[src/rtl/alu_stall_pkg.sv]
package alu_stall_pkg;
  // Opcode written into stage 3 when a bubble is injected.
  localparam int unsigned NOP_OPCODE = 0;
  // Default sizes shared by the unit and its checker.
  localparam int unsigned DEF_REG_W = 5;
  localparam int unsigned DEF_OP_W  = 5;
  // Number of stages behind decode whose results are not yet written back.
  localparam int unsigned DEF_DEPTH = 3;
endpackage

[src/rtl/stall_cmp.sv]
module stall_cmp #(
  parameter int unsigned REG_W = 5
) (
  input  logic             prod_alu_i,
  input  logic [REG_W-1:0] prod_dst_i,
  input  logic             cons_alu_i,
  input  logic             cons_imm_i,
  input  logic [REG_W-1:0] cons_srca_i,
  input  logic [REG_W-1:0] cons_srcb_i,
  output logic             hit_o
);
  logic srca_eq;
  logic srcb_eq;

  always_comb begin
    srca_eq = (prod_dst_i == cons_srca_i);
    // the second source is only read when the consumer is not an immediate form
    srcb_eq = (prod_dst_i == cons_srcb_i) && !cons_imm_i;
    hit_o   = prod_alu_i && cons_alu_i && (srca_eq || srcb_eq);
  end
endmodule

[src/rtl/stall_track.sv]
module stall_track #(
  parameter int unsigned REG_W = 5,
  parameter int unsigned OP_W  = 5,
  parameter int unsigned DEPTH = 3
) (
  input  logic                   clk,
  input  logic                   rst,
  input  logic                   bubble_i,
  input  logic                   in_alu_i,
  input  logic [OP_W-1:0]        in_op_i,
  input  logic [REG_W-1:0]       in_dst_i,
  output logic [OP_W-1:0]        head_op_o,
  output logic [DEPTH-1:0]       alu_o,
  output logic [DEPTH*REG_W-1:0] dst_o
);
  import alu_stall_pkg::*;

  localparam logic [OP_W-1:0] BUBBLE_OP = OP_W'(NOP_OPCODE);

  logic             alu_q [DEPTH];
  logic [REG_W-1:0] dst_q [DEPTH];
  logic [OP_W-1:0]  op_q;

  // entry slot: takes the decode instruction or a bubble
  always_ff @(posedge clk) begin
    if (rst) begin
      alu_q[0] <= 1'b0;
      dst_q[0] <= '0;
      op_q     <= BUBBLE_OP;
    end else if (bubble_i) begin
      alu_q[0] <= 1'b0;
      dst_q[0] <= '0;
      op_q     <= BUBBLE_OP;
    end else begin
      alu_q[0] <= in_alu_i;
      dst_q[0] <= in_dst_i;
      op_q     <= in_op_i;
    end
  end

  // later slots always advance; no stall exists behind stage 3
  for (genvar k = 1; k < DEPTH; k++) begin : g_shift
    always_ff @(posedge clk) begin
      if (rst) begin
        alu_q[k] <= 1'b0;
        dst_q[k] <= '0;
      end else begin
        alu_q[k] <= alu_q[k-1];
        dst_q[k] <= dst_q[k-1];
      end
    end
  end

  for (genvar k = 0; k < DEPTH; k++) begin : g_out
    assign alu_o[k]                 = alu_q[k];
    assign dst_o[k*REG_W +: REG_W]  = dst_q[k];
  end

  assign head_op_o = op_q;
endmodule

[src/rtl/alu_stall_unit.sv]
module alu_stall_unit #(
  parameter int unsigned REG_W = alu_stall_pkg::DEF_REG_W,
  parameter int unsigned OP_W  = alu_stall_pkg::DEF_OP_W,
  parameter int unsigned DEPTH = alu_stall_pkg::DEF_DEPTH
) (
  input  logic             clk,
  input  logic             rst,
  input  logic             dec_alu_i,
  input  logic             dec_imm_i,
  input  logic [OP_W-1:0]  dec_op_i,
  input  logic [REG_W-1:0] dec_dst_i,
  input  logic [REG_W-1:0] dec_srca_i,
  input  logic [REG_W-1:0] dec_srcb_i,
  output logic             hold_fetch_o,
  output logic             hold_decode_o,
  output logic             ex_alu_o,
  output logic [OP_W-1:0]  ex_op_o,
  output logic [REG_W-1:0] ex_dst_o
);
  localparam int unsigned DST_BITS = DEPTH * REG_W;

  logic [DEPTH-1:0]    trk_alu;
  logic [DST_BITS-1:0] trk_dst;
  logic [DEPTH-1:0]    stage_hit;
  logic                conflict;

  stall_track #(
    .REG_W(REG_W),
    .OP_W (OP_W),
    .DEPTH(DEPTH)
  ) track_i (
    .clk      (clk),
    .rst      (rst),
    .bubble_i (conflict),
    .in_alu_i (dec_alu_i),
    .in_op_i  (dec_op_i),
    .in_dst_i (dec_dst_i),
    .head_op_o(ex_op_o),
    .alu_o    (trk_alu),
    .dst_o    (trk_dst)
  );

  // one comparator per stage whose result is still in flight
  for (genvar k = 0; k < DEPTH; k++) begin : g_cmp
    stall_cmp #(.REG_W(REG_W)) cmp_i (
      .prod_alu_i (trk_alu[k]),
      .prod_dst_i (trk_dst[k*REG_W +: REG_W]),
      .cons_alu_i (dec_alu_i),
      .cons_imm_i (dec_imm_i),
      .cons_srca_i(dec_srca_i),
      .cons_srcb_i(dec_srcb_i),
      .hit_o      (stage_hit[k])
    );
  end

  assign conflict      = |stage_hit;
  assign hold_fetch_o  = conflict;
  assign hold_decode_o = conflict;
  assign ex_alu_o      = trk_alu[0];
  assign ex_dst_o      = trk_dst[REG_W-1:0];
endmodule

[config.mk]
export PLATFORM = sky130hd
export DESIGN_NAME = alu_stall_unit
export DESIGN_NICKNAME = d
export VERILOG_FILES = /design/src/rtl/alu_stall_pkg.sv /design/src/rtl/stall_cmp.sv /design/src/rtl/stall_track.sv /design/src/rtl/alu_stall_unit.sv
export SDC_FILE = /design/constraint.sdc
export NUM_CORES = 1
export LEC_CHECK = 0
export BUFFER_PORTS_ARGS = -buffer_cell sky130_fd_sc_hd__clkbuf_2
export CORE_MARGIN = 2
export CORE_UTILIZATION = 45
export CTS_CLUSTER_SIZE = 28
export DETAILED_ROUTE_END_ITERATION = 10
export MAX_ROUTING_LAYER = met4
export PLACE_DENSITY = 0.75
export SETUP_SLACK_MARGIN = 0.15
export SLEW_MARGIN = 20
export SYNTH_ARGS = -nofsm -noshare
export SYNTH_HDL_FRONTEND = slang
export SYNTH_HIERARCHICAL = 1
export SYNTH_SLANG_ARGS = --single-unit
[constraint.sdc]
create_clock -name clk -period 1.7 [get_ports clk]
set_clock_uncertainty 0.05 [all_clocks]
set_input_delay 0.17 -clock clk [delete_from_list [all_inputs] [get_ports clk]]
set_output_delay 0.17 -clock clk [all_outputs]
set_load 0.02 [all_outputs]
# --- After elaboration in Yosys (flattened, before gate mapping) ---
# Memory sizes are Yosys's and may differ from the RTL's.
# Index checks and enable logic that the tools add are counted.
word_totals:
  register_bits: 5
  mem_bits_rw: 18
  out_inout_bits: 13
  memories: 2
classes:
  n_eq_ne: 6
  muxes: 17
  bitwise_logic: 8
  reduce_logical: 15
mem_list:
  columns: ["memory", "depth", "word_bits", "read_ports", "rd_clocked_by_memory_dff", "wr", "line_no", "source"]
  rows:
  - ["track_i.dst_q", 3, 5, 3, 0, 3, "stall_track.sv:21", "logic [REG_W-1:0] dst_q [DEPTH];"]
  - ["track_i.alu_q", 3, 1, 3, 0, 3, "stall_track.sv:20", "logic alu_q [DEPTH];"]
ops:
  columns: ["cell", "count"]
  rows:
  - ["$eq A5 B5 Y1", 6]
  - ["$mux W5", 4]
  - ["$mux W1", 13]
  - ["$logic_and A1 B1 Y1", 9]
  - ["$or A1 B1 Y1", 8]
  - ["$reduce_or A4 Y1", 1]
  - ["$logic_or A1 B1 Y1", 3]
  - ["$reduce_or A3 Y1", 1]
  - ["$logic_not A1 Y1", 1]

# --- Longest topological paths before layout ---
# Gate-level depths: netlist of the first run.
logic_depth:
  ltp_word: 10
  ltp_mapped: 6

# --- Modules after synthesis ---
# Netlist of the first run, hierarchy kept.
modules_own_cells:
  columns: ["module", "n_inst", "cells_each", "area_per_inst_um2", "seq_area_each_um2"]
  rows:
  - ["stall_track", 1, 53, 800.8, 520.5]
  - ["stall_cmp", 3, 15, 120.1, 0.0]
  - ["alu_stall_unit", 1, 2, 13.8, 0.0]

# --- Least setup slack after synthesis of the first run ---
# OpenSTA, ideal clock, no wires.
synth_path:
  kind: "flip-flop to flip-flop"
  startpoint: "mem track_i.dst_q[0][4]"
  endpoint: "mem track_i.dst_q[0][0] (data pin)"
  setup_ps: 149
  t_arrival_ps: 1702
  slack_ps: -202
  path_stages_with_launch: 7
  synth_period_minus_slack_ps: 1902
  cell_sequence: "edfxtp_1 xnor2_1 nand4_1 o22ai_1 or3_1 buf_6 nor3b_2"
synth_lines:
  columns: ["element", "line_no"]
  rows:
  - ["start: declaration", "stall_track.sv:21"]

==> key figures, run 1 <==
Yosys
  • Yosys cell types: 14
  • Syn Area/Cell: between 10 and 15 µm²
  • Share of Yosys cell area claimed by the top area cell type: a little under 30%
  • Post-synth top area cell: dfxtp_1
  • Top cells by area, synth: dfxtp_1, xnor2_1, edfxtp_1, nor3b_2, nor2b_1
  • Post-Syn Instances: 100
  • Synth Register Bits: 23
  • Synth warnings: 6
  • Cell Area, Synth: approximately 1200 µm²
  • Post-synthesis sequential area ratio: between 40% and 50%

Routing
  • Drt drc: 0
  • 1st-pass router iterations: 4
  • WL/cell: 13.7 µm
  • Avg Vias per Cell: roughly 4.9
  • Routed WL: about 2300 µm
  • DRT iter0 DRCs: 8
  • Total number of vias: around 840
  • Detail Route Antenna Nets: 0

Timing
  • Slew headroom: about 62%
  • Fin. Hold Viols: 0
  • Final worst path period share: 109%
  • WHS: between 0.03 and 0.04 ns
  • Final setup viols: 8
  • RSZ-0062 raised after global routing: true
  • Fin crit period: around 1.9 ns
  • Fmax: approximately 540 MHz
  • Pins Over Slew Limit: 0
  • Slew @ Worst Pin: 0.564 ns
  • Setup ws final: -0.154 ns
  • Setup tns final: -0.534 ns

Clock network
  • CTS sink cnt: 23
  • CTS Buffer Depth: 2
  • Worst-Skew Late Latency: between 0.3 and 0.4 ns
  • Clk pin slew, worst setup/hold paths: ~0.14 ns
  • CTS tree: done
  • CTS Buf Count: 3
  • # H-tree levels: 1
  • CTS Root Cell: clkbuf_4

Worst setup path
  • CP Launch Type: register
  • Crit path kind: register to output port
  • Reg2Reg Depth: 6
  • Crit. End Element: output port
  • Critical Path Max Stage Delay: between 0.4 and 0.5 ns
  • CP Max Fanout: 4
  • Worst Path Arrival: ~1.6 ns
  • Critical path data required time: 1.48 ns
  • CP max-delay cell: edfxtp_1
  • Crit-path cells: xnor2_1, nand4_1, o22ai_1, or3_4, buf_6

Final layout
  • Non-filler cells in the finished layout: 171
  • P&R area growth vs syn: 20.4%
  • Antenna Cells: 0
  • # fillers: 230
  • Share of cells above drive strength 1: about two fifths
  • # nets final: between 150 and 200
  • Final Core Density: 57.1%

Global route
  • Largest net degree at the start of global routing: 24
  • Antenna violations before repair: 0
  • Vias in the first global route: around 850
  • Global route overflow: 0
  • Global router's overall resource usage: about 18%
  • First-pass GRT wire length: approximately 3700 µm

Job
  • Max Cap Viol: 0

Placed design
  • HPWL after detailed placement: 1790 µm
  • Post-Place Cells: about 160
  • # port buffers: 36
  • RD Place Congestion: a little over 0.8

Worst hold path
  • Hold depth: 2
  • Hold Path Class: input port to register

Floorplan
  • Chip Width: 55.1 µm
  • Core area: between 2000 and 2500 µm²
  • I/O pins: 37
  • Initial Util: between 40 and 50%
  • Die Ht: about 55 µm
  • Row count: 18
  • Die ar.: approximately 3000 µm²

Power
  • VDD IR-drop max: about 0.6 mV
  • PwrDens: roughly 750 nW/µm²
  • Lkg Pwr: between 0.5 and 0.6 nW

Status
  • Status: finished, violations left
  • Failing checks: negative setup slack
[layer usage]
metal | track usage, % | share of wire, % | wire length [µm]
met5 | - | 0 | 0
met4 | 8.54 | 1.4 | 34
met3 | 2.69 | 5.6 | 131
met2 | 30.2 | 49 | 1150
met1 | 22.0 | 44 | 1030
[state kept, by name, summed over array words and instances (netlist names)]
signal	cells
track_i/head_op_o	5
track_i/alu_q	3
track_i/dst_q	15
[layout by cell type (no fill, tap or decap)]
cell / synthesis / final
edfxtp_1: 6 / 6
nor3b_2: 11 / 11
dfxtp_1: 17 / 17
xnor2_1: 30 / 30
conb_1: 1 / 6
or3_4: 0 / 1
and2b_2: 3 / 3
clkinv_2: 0 / 1
nand3_1: 3 / 3
o22ai_1: 3 / 3
buf_4: 4 / 3
clkbuf_4: 0 / 3
buf_6: 3 / 2
nand4b_1: 3 / 3
nor2b_1: 9 / 9
nand4_1: 6 / 6
clkbuf_2: 0 / 34
[cell usage after synthesis (all sizes together)]
cell type,number
nand3,3
buf,7
edfxtp,6
nand4,6
and2b,3
xnor2,30
dfxtp,17
nand4b,3
o22ai,3
nor3b,11
or3,1
conb,1
nor2b,9
[metrics by stage]
step                setup WS (ns)  total power, mW  area (µm²)
floorplan                 -0.0243            0.751        1200
global placement           0.0641            0.808        1350
detailed placement         0.0476            0.814        1350
CTS                        -0.237             1.07        1400
global route               -0.230             1.12        1420
finish                     -0.154             1.07        1420
[final timing paths]
path | from | endpoint | slack, ns
worst max-delay path | track_i/dst_q[0][3]$_SDFFCE_PN0P_ | hold_fetch_o | -0.15
worst min-delay path | dec_op_i[3] | track_i/head_op_o[3]$_SDFF_PP0_ | 0.03
worst max register to register | track_i/dst_q[0][3]$_SDFFCE_PN0P_ | track_i/dst_q[0][4]$_SDFFCE_PN0P_ | -0.05
worst min register to register | track_i/alu_q[1]$_SDFF_PP0_ | track_i/alu_q[2]$_SDFF_PP0_ | 0.47
[cell type report]
| cell class | count | area [µm²] | area share, % |
|---|---|---|---|
| Timing Repair Buffer | 39 | 215 | 15.2 |
| Clock inverter | 1 | 5.00 | 0.354 |
| Multi-Input combinational cell | 75 | 614 | 43.4 |
| Tap cell | 30 | 37.5 | 2.65 |
| Clock buffer | 3 | 22.5 | 1.59 |
| Sequential cell | 23 | 520 | 36.8 |
[report_power, final]
| part | switching [mW] | internal (mW) |
|---|---|---|
| clock network | 0.172 | 0.0881 |
| registers | 0.0212 | 0.590 |
| logic | 0.0948 | 0.101 |
[cells by family (layout without fill, tap and decap cells)]
logic type	Yosys count	after routing	share of synthesized area, %
XOR/XNOR	30	30	22.4
buffers and inverters	7	43	5.43
other	1	6	0.319
AO/OA/AOI/OAI	3	3	1.60
AND/OR/NAND/NOR	36	36	26.0
flip-flops	23	23	44.3
[worst max-delay path: cells and delay by family, from the launching register on]
family	cells	cell delay, ns
flops	1	0.47
simple gates	2	0.46
xor+xnor	1	0.16
buf+inv	1	0.15
compound gates	1	0.08
[timing repair]
action | CTS | global route
gates resized for setup | 0 | 6
setup endpoints to repair | 13 | 13
pin swaps | 1 | 3
setup buffers | 2 | 1
hold buffers | 0 | 0
Note: power is estimated with default switching activity, not from simulation.
==> run 2, diff against run 1 <==
--- a/config.mk
+++ b/config.mk
@@ -5,7 +5,7 @@
 export SDC_FILE = /design/constraint.sdc
 export NUM_CORES = 1
 export LEC_CHECK = 0
-export BUFFER_PORTS_ARGS = -buffer_cell sky130_fd_sc_hd__clkbuf_2
+export BUFFER_PORTS_ARGS = -buffer_cell sky130_fd_sc_hd__buf_2
 export CORE_MARGIN = 2
 export CORE_UTILIZATION = 45
 export CTS_CLUSTER_SIZE = 28
==> key figures, run 2 (synthesis results as in run 1) <==
Clock network
  • CTS Root Cell: clkbuf_4
  • CTS tree: done
  • Hold buffer count at cts: 0
  • Clk pin slew, worst setup/hold paths: approximately 0.12 ns
  • CTS sink cnt: 23
  • CTS Buffer Depth: 2
  • # H-tree levels: 1
  • CTS Buf Count: 3
  • Worst-Skew Late Latency: 0.31 ns

Floorplan
  • Core area: ~2500 µm²
  • Row count: 18
  • Die Ht: around 55 µm
  • Initial Util: a little under half
  • Die ar.: a little over 3000 µm²
  • I/O pins: 37
  • Chip Width: around 55 µm

Power
  • Internal: ~780 µW
  • Clk pwr share: 23.9%
  • PwrDens: between 700 and 800 nW/µm²
  • Flop pwr share: ~58%
  • Comb pwr share: approximately 19%
  • P_sw: 278 µW
  • Switching part of the total power: a little over a quarter
  • VDD IR-drop max: between 0.5 and 0.6 mV
  • Lkg Pwr: between 0.5 and 0.6 nW

Worst hold path
  • Hold Path Class: input port to register

Global route
  • Global router's overall resource usage: a little under a fifth
  • First-pass GRT wire length: 3840 µm
  • Largest net degree at the start of global routing: 24
  • Global route overflow: 0
  • Antenna violations before repair: 0
  • Vias in the first global route: between 800 and 900

Timing
  • WHS: between 0.03 and 0.04 ns
  • Fin. Hold Viols: 0
  • Slew headroom: between 60% and 70%
  • Setup tns final: -1.21 ns
  • Fin crit period: 1.88 ns
  • Final setup viols: 12
  • Final worst path period share: 110%
  • Pins Over Slew Limit: 0
  • Slew @ Worst Pin: roughly 0.52 ns
  • Fmax: about 530 MHz
  • RSZ-0062 raised after global routing: true
  • Setup ws final: -0.175 ns

Worst setup path
  • CP Launch Type: register
  • Worst Setup SP: track_i/dst_q[0][2]$_SDFFCE_PN0P_
  • Worst r2r src: track_i/dst_q[0][2]$_SDFFCE_PN0P_
  • Worst Path Arrival: approximately 1.7 ns
  • Worst setup path end: hold_fetch_o
  • Crit. End Element: output port
  • CP Max Fanout: 4
  • Critical path data required time: 1.48 ns
  • Crit path kind: register to output port
  • Reg2Reg Depth: 7
  • Reg-to-Reg End: track_i/dst_q[0][4]$_SDFFCE_PN0P_
  • R2r setup slk: -0.14 ns

Final layout
  • Share of cells above drive strength 1: 41.1%
  • Most frequent cells in the layout: buf_2, xnor2_1, dfxtp_1
  • Non-filler cells in the finished layout: about 170
  • Max FFs per register: 15
  • Commonest non-fill, non-tap cell in the layout: buf_2
  • Largest reg by FF count: track_i/dst_q
  • P&R area growth vs syn: 21.6%
  • # fillers: approximately 230
  • # nets final: about 170
  • Antenna Cells: 0

Status
  • Status: finished, violations left
  • Failing checks: negative setup slack

Job
  • Max Cap Viol: 0

Routing
  • Routed WL: roughly 2400 µm
  • Total number of vias: between 800 and 900
  • DRT iter0 DRCs: 8
  • Detail Route Antenna Nets: 0
  • WL/cell: 13.9 µm
  • Avg Vias per Cell: slightly below 5
  • Drt drc: 0
  • 1st-pass router iterations: 3

Placed design
  • # port buffers: 36
  • RD Place Congestion: 0.812
  • Post-Place Cells: roughly 160
run 2: cell count changes in the layout (fill, tap and decap cells not counted), sizes merged:
cell | previous run | this run
buf | 5 | 39
clkinv | 1 | 0
clkbuf | 37 | 4
run 2: layer usage:
metal	vias up	track usage, %	part of all wire [%]
li1	415	-	-
met5	-	-	0
met4	0	11.0	1.8
met3	6	4.03	6.8
met2	30	30.0	51
met1	381	22.1	41
run 2: final cells by class:
cell class | count | area [µm²] | area share (%)
Timing Repair Buffer | 39 | 223 | 15.6
Multi-Input combinational cell | 75 | 622 | 43.5
Sequential cell | 23 | 520 | 36.4
Clock buffer | 4 | 26.3 | 1.84
Tap cell | 30 | 37.5 | 2.63
run 2: power by group through the flow:
stage | Clock [mW] | Combinational (mW) | Sequential (mW)
finish | 0.254 | 0.196 | 0.612
global route | 0.278 | 0.213 | 0.617
CTS | 0.270 | 0.195 | 0.612
detailed placement | 0 | 0.192 | 0.624
global placement | 0 | 0.186 | 0.622
floorplan | 0 | 0.114 | 0.637
run 2: worst min path at each step:
stage	startpoint	to	slack (ns)	depth (start not counted)
final	dec_op_i[2]	track_i/head_op_o[2]$_SDFF_PP0_	0.04	2
after CTS	dec_op_i[2]	track_i/head_op_o[2]$_SDFF_PP0_	0.02	2
after global placement	dec_op_i[3]	track_i/head_op_o[3]$_SDFF_PP0_	0.36	2
after detailed placement	dec_op_i[2]	track_i/head_op_o[2]$_SDFF_PP0_	0.36	2
after global routing	dec_op_i[3]	track_i/head_op_o[3]$_SDFF_PP0_	0.03	2
after floorplan	dec_op_i[0]	track_i/head_op_o[0]$_SDFF_PP0_	0.28	1
run 2: what timing repair did:
item,CTS,global route
setup buffers,2,1
resized for setup,4,3
pin swaps,3,4
setup endpoints to repair,10,13
run 2: metrics by stage:
step | utilization, % | setup slack [ns] | power, mW | instance area [µm²]
after global placement | 54.6 | 0.0876 | 0.808 | 1350
after detailed placement | 54.6 | 0.0648 | 0.815 | 1350
final | 57.7 | -0.175 | 1.06 | 1430
after global routing | 57.7 | -0.277 | 1.11 | 1430
after CTS | 56.8 | -0.235 | 1.08 | 1410
after floorplan | - | -0.0243 | 0.751 | 1200
run 2: critical path, cell delays in order (launching register included):
cell and delay [ns]:
edfxtp_1 0.49, xnor2_1 0.17, nand4_1 0.09, o22ai_1 0.08, or3_4 0.37, buf_6 0.15
